### src/rtl/hic_pkg.sv
package hic_pkg;

  localparam int WORDS = 16;
  localparam int DW = 32;
  localparam int AW = 6;

  // register word addresses in the control page
  localparam logic [1:0] CTRL_CFG = 2'd0;
  localparam logic [1:0] CTRL_STAT = 2'd1;
  localparam logic [1:0] CTRL_MASK = 2'd2;
  localparam logic [1:0] CTRL_CNT = 2'd3;

  typedef struct packed {
    logic [WORDS-1:0] wordWe;
    logic handoff;
    logic capDigest;
  } hic_strobe_t;

  // valid digest words for each algorithm code
  function automatic int digestWords(logic [2:0] algo);
    case (algo)
      3'd0: return 4;
      3'd1: return 5;
      3'd2: return 7;
      3'd3: return 8;
      3'd4: return 12;
      3'd5: return 16;
      default: return 0;
    endcase
  endfunction

endpackage

### src/rtl/hic_datapath.sv
module hic_datapath
  import hic_pkg::*;
#(
  parameter int NUM_WORDS = WORDS,
  parameter int WORD_W = DW,
  localparam int IDX_W = $clog2(NUM_WORDS)
) (
  input  logic clk,
  input  logic rstN,
  input  hic_strobe_t strobe,
  input  logic [WORD_W-1:0] regWdata,
  input  logic [AW-1:0] regAddr,
  input  logic [NUM_WORDS-1:0] fillMask,
  input  logic closeFlag,
  input  logic [2:0] algoSel,
  input  logic [NUM_WORDS*WORD_W-1:0] coreDigest,
  output logic [NUM_WORDS*WORD_W-1:0] coreBlock,
  output logic [NUM_WORDS-1:0] coreWordMask,
  output logic coreLast,
  output logic [WORD_W-1:0] dataRdata
);

  logic [WORD_W-1:0] inBuf [NUM_WORDS];
  logic [WORD_W-1:0] workBuf [NUM_WORDS];
  logic [WORD_W-1:0] digestQ [NUM_WORDS];
  logic [NUM_WORDS-1:0] workMaskQ;
  logic workLastQ;

  logic [IDX_W-1:0] rdIdx;
  assign rdIdx = regAddr[IDX_W-1:0];

  for (genvar i = 0; i < NUM_WORDS; i++) begin : g_word
    always_ff @(posedge clk) begin
      if (!rstN) begin
        inBuf[i] <= '0;
        workBuf[i] <= '0;
        digestQ[i] <= '0;
      end else begin
        if (strobe.wordWe[i]) inBuf[i] <= regWdata;
        if (strobe.handoff) workBuf[i] <= inBuf[i];
        if (strobe.capDigest) digestQ[i] <= coreDigest[i*WORD_W +: WORD_W];
      end
    end
    assign coreBlock[i*WORD_W +: WORD_W] = workBuf[i];
  end

  always_ff @(posedge clk) begin
    if (!rstN) begin
      workMaskQ <= '0;
      workLastQ <= 1'b0;
    end else if (strobe.handoff) begin
      workMaskQ <= fillMask;
      workLastQ <= closeFlag;
    end
  end

  assign coreWordMask = workMaskQ;
  assign coreLast = workLastQ;

  // page 0: input words, page 1: digest words limited by algorithm
  always_comb begin
    dataRdata = '0;
    if (!regAddr[IDX_W]) begin
      dataRdata = inBuf[rdIdx];
    end else if (int'(rdIdx) < digestWords(algoSel)) begin
      dataRdata = digestQ[rdIdx];
    end
  end

  p_work_mask_r4: assert property (@(posedge clk) disable iff (!rstN)
    strobe.handoff |=> coreWordMask == $past(fillMask));

  p_work_last_r4: assert property (@(posedge clk) disable iff (!rstN)
    strobe.handoff |=> coreLast == $past(closeFlag));

endmodule

### src/rtl/hic_control.sv
module hic_control
  import hic_pkg::*;
#(
  parameter int NUM_WORDS = WORDS,
  parameter int WORD_W = DW,
  parameter int CNT_W = 32,
  localparam int IDX_W = $clog2(NUM_WORDS),
  localparam int BYTES_PER_WORD = WORD_W / 8
) (
  input  logic clk,
  input  logic rstN,
  input  logic regWe,
  input  logic [AW-1:0] regAddr,
  input  logic [WORD_W-1:0] regWdata,
  input  logic coreBlockDone,
  input  logic coreHashDone,
  output hic_strobe_t strobe,
  output logic [NUM_WORDS-1:0] fillMask,
  output logic closeFlag,
  output logic [2:0] algoSel,
  output logic coreStart,
  output logic dmaReq,
  output logic irqN,
  output logic [WORD_W-1:0] ctrlRdata
);

  logic [NUM_WORDS-1:0] fillQ;
  logic workBusyQ;
  logic inReadyQ;
  logic outReadyQ;
  logic dmaEnQ;
  logic irqEnQ;
  logic closeQ;
  logic [2:0] algoQ;
  logic maskInQ;
  logic maskOutQ;
  logic [CNT_W-1:0] countQ;
  logic coreStartQ;
  logic dmaReqQ;

  logic dataWr;
  logic ctrlWr;
  logic cfgWr;
  logic statWr;
  logic maskWr;
  logic cntWr;
  logic [NUM_WORDS-1:0] wordWe;
  logic blockFull;
  logic handoff;
  logic [CNT_W-1:0] addBytes;

  assign dataWr = regWe && (regAddr[AW-1:IDX_W] == '0);
  assign ctrlWr = regWe && regAddr[AW-1];
  assign cfgWr = ctrlWr && (regAddr[1:0] == CTRL_CFG);
  assign statWr = ctrlWr && (regAddr[1:0] == CTRL_STAT);
  assign maskWr = ctrlWr && (regAddr[1:0] == CTRL_MASK);
  assign cntWr = ctrlWr && (regAddr[1:0] == CTRL_CNT);

  always_comb begin
    wordWe = '0;
    if (dataWr) wordWe[regAddr[IDX_W-1:0]] = 1'b1;
  end

  assign blockFull = &fillQ;
  assign handoff = !workBusyQ && (blockFull || (closeQ && (|fillQ)));
  assign addBytes = CNT_W'(BYTES_PER_WORD * $countones(fillQ));

  assign strobe.wordWe = wordWe;
  assign strobe.handoff = handoff;
  assign strobe.capDigest = coreHashDone;

  // fill tracking, buffer ownership and input-ready
  always_ff @(posedge clk) begin
    if (!rstN) begin
      fillQ <= '0;
      workBusyQ <= 1'b0;
      inReadyQ <= 1'b1;
    end else begin
      fillQ <= (handoff ? '0 : fillQ) | wordWe;
      if (handoff) workBusyQ <= 1'b1;
      else if (coreBlockDone) workBusyQ <= 1'b0;
      if (dataWr && (handoff || fillQ == '0)) inReadyQ <= 1'b0;
      else if (handoff) inReadyQ <= 1'b1;
    end
  end

  // configuration, mask and byte count
  always_ff @(posedge clk) begin
    if (!rstN) begin
      dmaEnQ <= 1'b0;
      irqEnQ <= 1'b0;
      closeQ <= 1'b0;
      algoQ <= '0;
      maskInQ <= 1'b0;
      maskOutQ <= 1'b0;
      countQ <= '0;
    end else begin
      if (cfgWr) begin
        dmaEnQ <= regWdata[0];
        irqEnQ <= regWdata[1];
        closeQ <= regWdata[2];
        algoQ <= regWdata[6:4];
      end else if (handoff) begin
        closeQ <= 1'b0;
      end
      if (maskWr) begin
        maskInQ <= regWdata[0];
        maskOutQ <= regWdata[1];
      end
      if (cntWr) countQ <= regWdata[CNT_W-1:0];
      else if (handoff) countQ <= countQ + addBytes;
    end
  end

  // completion flag, start and request pulses
  always_ff @(posedge clk) begin
    if (!rstN) begin
      outReadyQ <= 1'b0;
      coreStartQ <= 1'b0;
      dmaReqQ <= 1'b0;
    end else begin
      if (coreHashDone) outReadyQ <= 1'b1;
      else if (statWr && regWdata[1]) outReadyQ <= 1'b0;
      coreStartQ <= handoff;
      dmaReqQ <= (handoff && dmaEnQ && !(cfgWr && !regWdata[0]))
              || (cfgWr && regWdata[0] && !dmaEnQ && inReadyQ);
    end
  end

  assign fillMask = fillQ;
  assign closeFlag = closeQ;
  assign algoSel = algoQ;
  assign coreStart = coreStartQ;
  assign dmaReq = dmaReqQ;
  assign irqN = !(outReadyQ && irqEnQ && maskOutQ);

  always_comb begin
    ctrlRdata = '0;
    case (regAddr[1:0])
      CTRL_CFG: ctrlRdata = WORD_W'({algoQ, 1'b0, closeQ, irqEnQ, dmaEnQ});
      CTRL_STAT: ctrlRdata = WORD_W'({outReadyQ, inReadyQ});
      CTRL_MASK: ctrlRdata = WORD_W'({maskOutQ, maskInQ});
      default: ctrlRdata = WORD_W'(countQ);
    endcase
  end

  p_start_single_r2: assert property (@(posedge clk) disable iff (!rstN)
    coreStartQ |=> !coreStartQ);

  p_start_busy_r6: assert property (@(posedge clk) disable iff (!rstN)
    coreStartQ |-> workBusyQ);

  p_ready_handoff_r3: assert property (@(posedge clk) disable iff (!rstN)
    (handoff && !dataWr) |=> inReadyQ && fillQ == '0);

  p_out_from_core_r8: assert property (@(posedge clk) disable iff (!rstN)
    $rose(outReadyQ) |-> $past(coreHashDone));

  p_dma_enabled_r7: assert property (@(posedge clk) disable iff (!rstN)
    dmaReqQ |-> dmaEnQ);

endmodule

### src/rtl/hash_input_ctrl.sv
module hash_input_ctrl
  import hic_pkg::*;
#(
  parameter int NUM_WORDS = WORDS,
  parameter int WORD_W = DW,
  parameter int CNT_W = 32
) (
  input  logic clk,
  input  logic rstN,
  input  logic regWe,
  input  logic [AW-1:0] regAddr,
  input  logic [WORD_W-1:0] regWdata,
  output logic [WORD_W-1:0] regRdata,
  input  logic coreBlockDone,
  input  logic coreHashDone,
  input  logic [NUM_WORDS*WORD_W-1:0] coreDigest,
  output logic coreStart,
  output logic [NUM_WORDS*WORD_W-1:0] coreBlock,
  output logic [NUM_WORDS-1:0] coreWordMask,
  output logic coreLast,
  output logic dmaReq,
  output logic irqN
);

  hic_strobe_t strobe;
  logic [NUM_WORDS-1:0] fillMask;
  logic closeFlag;
  logic [2:0] algoSel;
  logic [WORD_W-1:0] ctrlRdata;
  logic [WORD_W-1:0] dataRdata;

  hic_control #(
    .NUM_WORDS(NUM_WORDS),
    .WORD_W(WORD_W),
    .CNT_W(CNT_W)
  ) ctrl_i (
    .clk(clk),
    .rstN(rstN),
    .regWe(regWe),
    .regAddr(regAddr),
    .regWdata(regWdata),
    .coreBlockDone(coreBlockDone),
    .coreHashDone(coreHashDone),
    .strobe(strobe),
    .fillMask(fillMask),
    .closeFlag(closeFlag),
    .algoSel(algoSel),
    .coreStart(coreStart),
    .dmaReq(dmaReq),
    .irqN(irqN),
    .ctrlRdata(ctrlRdata)
  );

  hic_datapath #(
    .NUM_WORDS(NUM_WORDS),
    .WORD_W(WORD_W)
  ) dp_i (
    .clk(clk),
    .rstN(rstN),
    .strobe(strobe),
    .regWdata(regWdata),
    .regAddr(regAddr),
    .fillMask(fillMask),
    .closeFlag(closeFlag),
    .algoSel(algoSel),
    .coreDigest(coreDigest),
    .coreBlock(coreBlock),
    .coreWordMask(coreWordMask),
    .coreLast(coreLast),
    .dataRdata(dataRdata)
  );

  assign regRdata = regAddr[AW-1] ? ctrlRdata : dataRdata;

endmodule

### config.mk
export PLATFORM = sky130hd
export DESIGN_NAME = hash_input_ctrl
export DESIGN_NICKNAME = d
export VERILOG_FILES = /design/src/rtl/hic_pkg.sv /design/src/rtl/hic_datapath.sv /design/src/rtl/hic_control.sv /design/src/rtl/hash_input_ctrl.sv
export SDC_FILE = /design/constraint.sdc
export NUM_CORES = 2
export LEC_CHECK = 0
export BUFFER_PORTS_ARGS = -buffer_cell sky130_fd_sc_hd__buf_2
export CAP_MARGIN = 20
export CORE_AREA = 2 2 441 443
export CTS_BUF_LIST = sky130_fd_sc_hd__clkbuf_8 sky130_fd_sc_hd__clkbuf_16
export DETAILED_ROUTE_END_ITERATION = 16
export DIE_AREA = 0 0 443 445
export PLACE_DENSITY = 0.59
export SETUP_SLACK_MARGIN = 0.3
export SLEW_MARGIN = 5
export SYNTH_ARGS = -nofsm -noshare
export SYNTH_HDL_FRONTEND = slang
export SYNTH_SLANG_ARGS = --single-unit
### constraint.sdc
create_clock -name clk -period 37.6 [get_ports clk]
set_clock_uncertainty 0.1 [all_clocks]
set_input_delay 3.76 -clock clk [delete_from_list [all_inputs] [get_ports clk]]
set_output_delay 3.76 -clock clk [all_outputs]
set_load 0.01 [all_outputs]
==> impl_metrics.json <==
{
  "status": "finished clean",
  "finalSetupViolCount": 0,
  "cts_inserted_buffers": 176,
  "ir_worst_vdd_mv": 0.0337,
  "routed_wl_um": 270000,
  "via_per_inst": 5.47,
  "drtIter0Drc": 5222,
  "hold_path.startpoint": "dp_i.coreWordMask[10]",
  "startpoint": "regAddr[0]",
  "clkSlewWorstSetupHoldPaths_ns": 0.06,
  "die-area_sq_mm": 0.197,
  "maxSlewViolCount": 0,
  "ys_top_cells_by_area": "edfxtp_1, mux4_2, and3_1, and2_1, dfxtp_1",
  "ant_nets": 0,
  "crit_slowest_cell": "buf_4",
  "ys_ff_latch": 1614,
  "wl_met1_um": 93600,
  "layout_min_cycle_time_ns": 12.28,
  "syn-instance-count": 4501,
  "crit_family": "buffers and inverters",
  "syn2layout_area_growth_pct": 20.1,
  "grt_usage": 0.268,
  "rsz0062_at_grt": "false",
  "r2r_start": "ctrl_i.fillMask[15]",
  "drive_gt1_frac": 0.320,
  "io_pins": 1119,
  "ys_types": 52,
  "cp-end-kind": "output pin",
  "synth_edf_count": 1536,
  "grt_pass1_wl_um": 363000,
  "clk_latency_ns": 0.86,
  "wire_per_inst_um": 33.2,
  "cp_num_buf_inv": 4,
  "dpl.hpwl_um": 200000,
  "crit_fanout": 50,
  "finalSetupTns_ns": 0,
  "num_rows": 161,
  "clk_path_buf_depth": 3,
  "timing.final.crit_share": 0.327,
  "root_buffer": "clkbuf_16",
  "synth_area_sq_mm": 0.0697,
  "slowest_delay_ns": 0.89,
  "max_freq_ghz": 0.0814,
  "post_cts_resized": 0,
  "worst_ep_arrival_time_ns": 8.42,
  "grt_pass1_vias": 44500,
  "p_leak_nw": 35.5,
  "io_buffers": 1118,
  "dieHeight_um": 445,
  "synth_ff_type": "edfxtp_1",
  "tightest_slew_ns": 1.20,
  "grt_max_degree": 177,
  "yosysWarnings": 0,
  "drt_pre_antenna_iters": 5,
  "cts_sinks": 1614,
  "seq_area_frac_synth": 0.685,
  "core_area_sq_mm": 0.192,
  "whs_ns": 0.354,
  "drc_errors": 0,
  "htreeDepth": 4,
  "path_cells": "buf_8 -> buf_4 -> buf_4 -> mux4_2 -> mux2i_1 -> o22ai_1 -> a21oi_1 -> o21ai_1 -> buf_2",
  "total_power_w": 0.00427,
  "power.density_mw_per_mm2": 51.0,
  "cts_tree": "built",
  "hold_path_class": "reg2reg",
  "start_kind": "input pin",
  "worstSetupPathType": "in2out",
  "wl_met2_um": 142000,
  "antenna_found_initial": 52,
  "top_layer": "met5",
  "async_flop_share": 0,
  "hold_violations": 0,
  "synth.top_cell.area_share": 0.662,
  "avgSynthCellArea_sq_um": 15.5,
  "dp.cells": 7781,
  "post_cts_buffers": 0,
  "instances_no_fill": 8141,
  "synth_area_leader_cell": "edfxtp_1",
  "gp_congestion": 0.938,
  "vias": 44500,
  "initial_core_util": 0.363,
  "grt-ovfl-total": 0,
  "finalNetCount": 6033,
  "die_width_um": 443,
  "cp.required_ns": 33.74,
  "path_common_cell": "buf_4",
  "wl_met3_um": 16100,
  "syn-num-nets": 5098,
  "max-slew-margin-rel": 0.201,
  "max_cap_violations": 0,
  "hold_buffers": 0
}
## flip-flops by register name, summed over array words and instances (netlist names)
signal,flops
ctrl_i.algoSel,3
ctrl_i.closeFlag,1
ctrl_i.coreStart,1
ctrl_i.countQ,32
ctrl_i.dmaEnQ,1
ctrl_i.dmaReq,1
ctrl_i.fillMask,16
ctrl_i.inReadyQ,1
ctrl_i.irqEnQ,1
ctrl_i.maskInQ,1
ctrl_i.maskOutQ,1
ctrl_i.outReadyQ,1
ctrl_i.workBusyQ,1
dp_i.coreLast,1
dp_i.coreWordMask,16
dp_i.digestQ,512
dp_i.inBuf,512
dp_i.workBuf,512
## Yosys cell counts, types with 2 or more instances
master,number
o22ai_1,48
buf_2,50
a22o_1,4
o211ai_1,3
nor3_1,3
a31oi_1,3
and4_1,3
clkinv_1,29
a21o_1,5
nand3_1,15
or2_1,3
xnor2_1,8
inv_1,46
a311oi_1,2
xor2_1,17
edfxtp_1,1536
and3_1,1032
ha_1,30
o21ai_0,43
buf_1,7
mux2i_1,66
mux4_2,290
nand4_1,12
a211oi_1,4
nor2b_1,2
o21ai_1,41
clkbuf_1,354
buf_6,20
dfxtp_1,78
nand2b_1,5
nand2_1,70
fa_1,12
or3_1,5
and2_1,516
nor2_1,35
a21oi_1,88
## through the flow
stage | utilization | cell area (sq um) | worst slack (ns)
after floorplan | - | 69700 | 18.18
after global placement | 0.404 | 77500 | 25.28
final | 0.436 | 83700 | 25.32
after detailed placement | 0.404 | 77500 | 25.24
after CTS | 0.435 | 83500 | 25.23
after global routing | 0.436 | 83600 | 25.02
## per-layer routing
metal | global-route usage | vias up
met5 | 0 | -
met4 | 0.162 | 8
met3 | 0.0419 | 530
met2 | 0.478 | 2207
met1 | 0.300 | 22700
li1 | - | 19100
## cells by family after synthesis
group,share of synthesized area
AOI/OAI and AO/OA,0.0197
and+or+nand+nor,0.150
DFF,0.685
xor gates and xnor gates,0.00314
buffers and inverters,0.0304
adders and majority gates,0.00884
muxes,0.103
## worst register-to-register path, delay by kind of cell, from the launching register on
kind / cells / cell delay (ns)
buffers and inverters: 5 / 0.30
adder cells (fa/ha/maj): 8 / 3.27
AO/OA/AOI/OAI: 2 / 0.31
XOR/XNOR: 1 / 0.21
AND/OR/NAND/NOR: 4 / 1.35
flip-flops: 1 / 0.36
## cell usage in the layout (no fill, tap or decap), types with 14 or more instances in the layout
| cell | netlist | routed |
|---|---|---|
| a21oi_1 | 88 | 87 |
| nand2_1 | 70 | 68 |
| o21ai_4 | 0 | 16 |
| clkbuf_16 | 0 | 176 |
| nand3_1 | 15 | 14 |
| bufinv_16 | 0 | 24 |
| o21ai_1 | 41 | 37 |
| ha_1 | 30 | 30 |
| o22ai_1 | 48 | 48 |
| and3_1 | 1032 | 1032 |
| clkinv_2 | 0 | 27 |
| edfxtp_1 | 1536 | 1536 |
| mux4_2 | 290 | 290 |
| xor2_1 | 17 | 17 |
| clkinv_1 | 29 | 57 |
| diode_2 | 0 | 27 |
| dfxtp_1 | 78 | 78 |
| o21ai_0 | 43 | 31 |
| inv_1 | 46 | 82 |
| nor2_1 | 35 | 19 |
| and2_1 | 516 | 516 |
| buf_4 | 1 | 67 |
| buf_2 | 50 | 1112 |
| mux2i_1 | 66 | 66 |
## path summary, 6_finish.rpt
kind | to | slack, ns | cells after the start
worst max-delay path | regRdata[23] | 25.32 | 9
worst min-delay path | dp_i.coreWordMask[10] | 0.35 | 2
worst max register to register | ctrl_i.countQ[30] | 31.63 | 20
worst min register to register | dp_i.coreWordMask[10] | 0.35 | 2
## report_power, final
part	switching, W	internal (W)
Clock	0.000768	0.00104
Combinational	0.000205	0.000123
Sequential	0.0000637	0.00207
Total	0.00104	0.00323
## cell type report
class / instances / area (sq um)
clock inverters: 149 / 1570
diodes: 27 / 67.6
well taps: 2526 / 3160
inverters: 75 / 282
clock buffers: 181 / 4470
multi-input cells: 2380 / 20200
repair buffers: 1189 / 6260
flip-flops and latches: 1614 / 47700
fillers: 17200 / 108000
No activity file was read; power rests on OpenSTA's default activity.
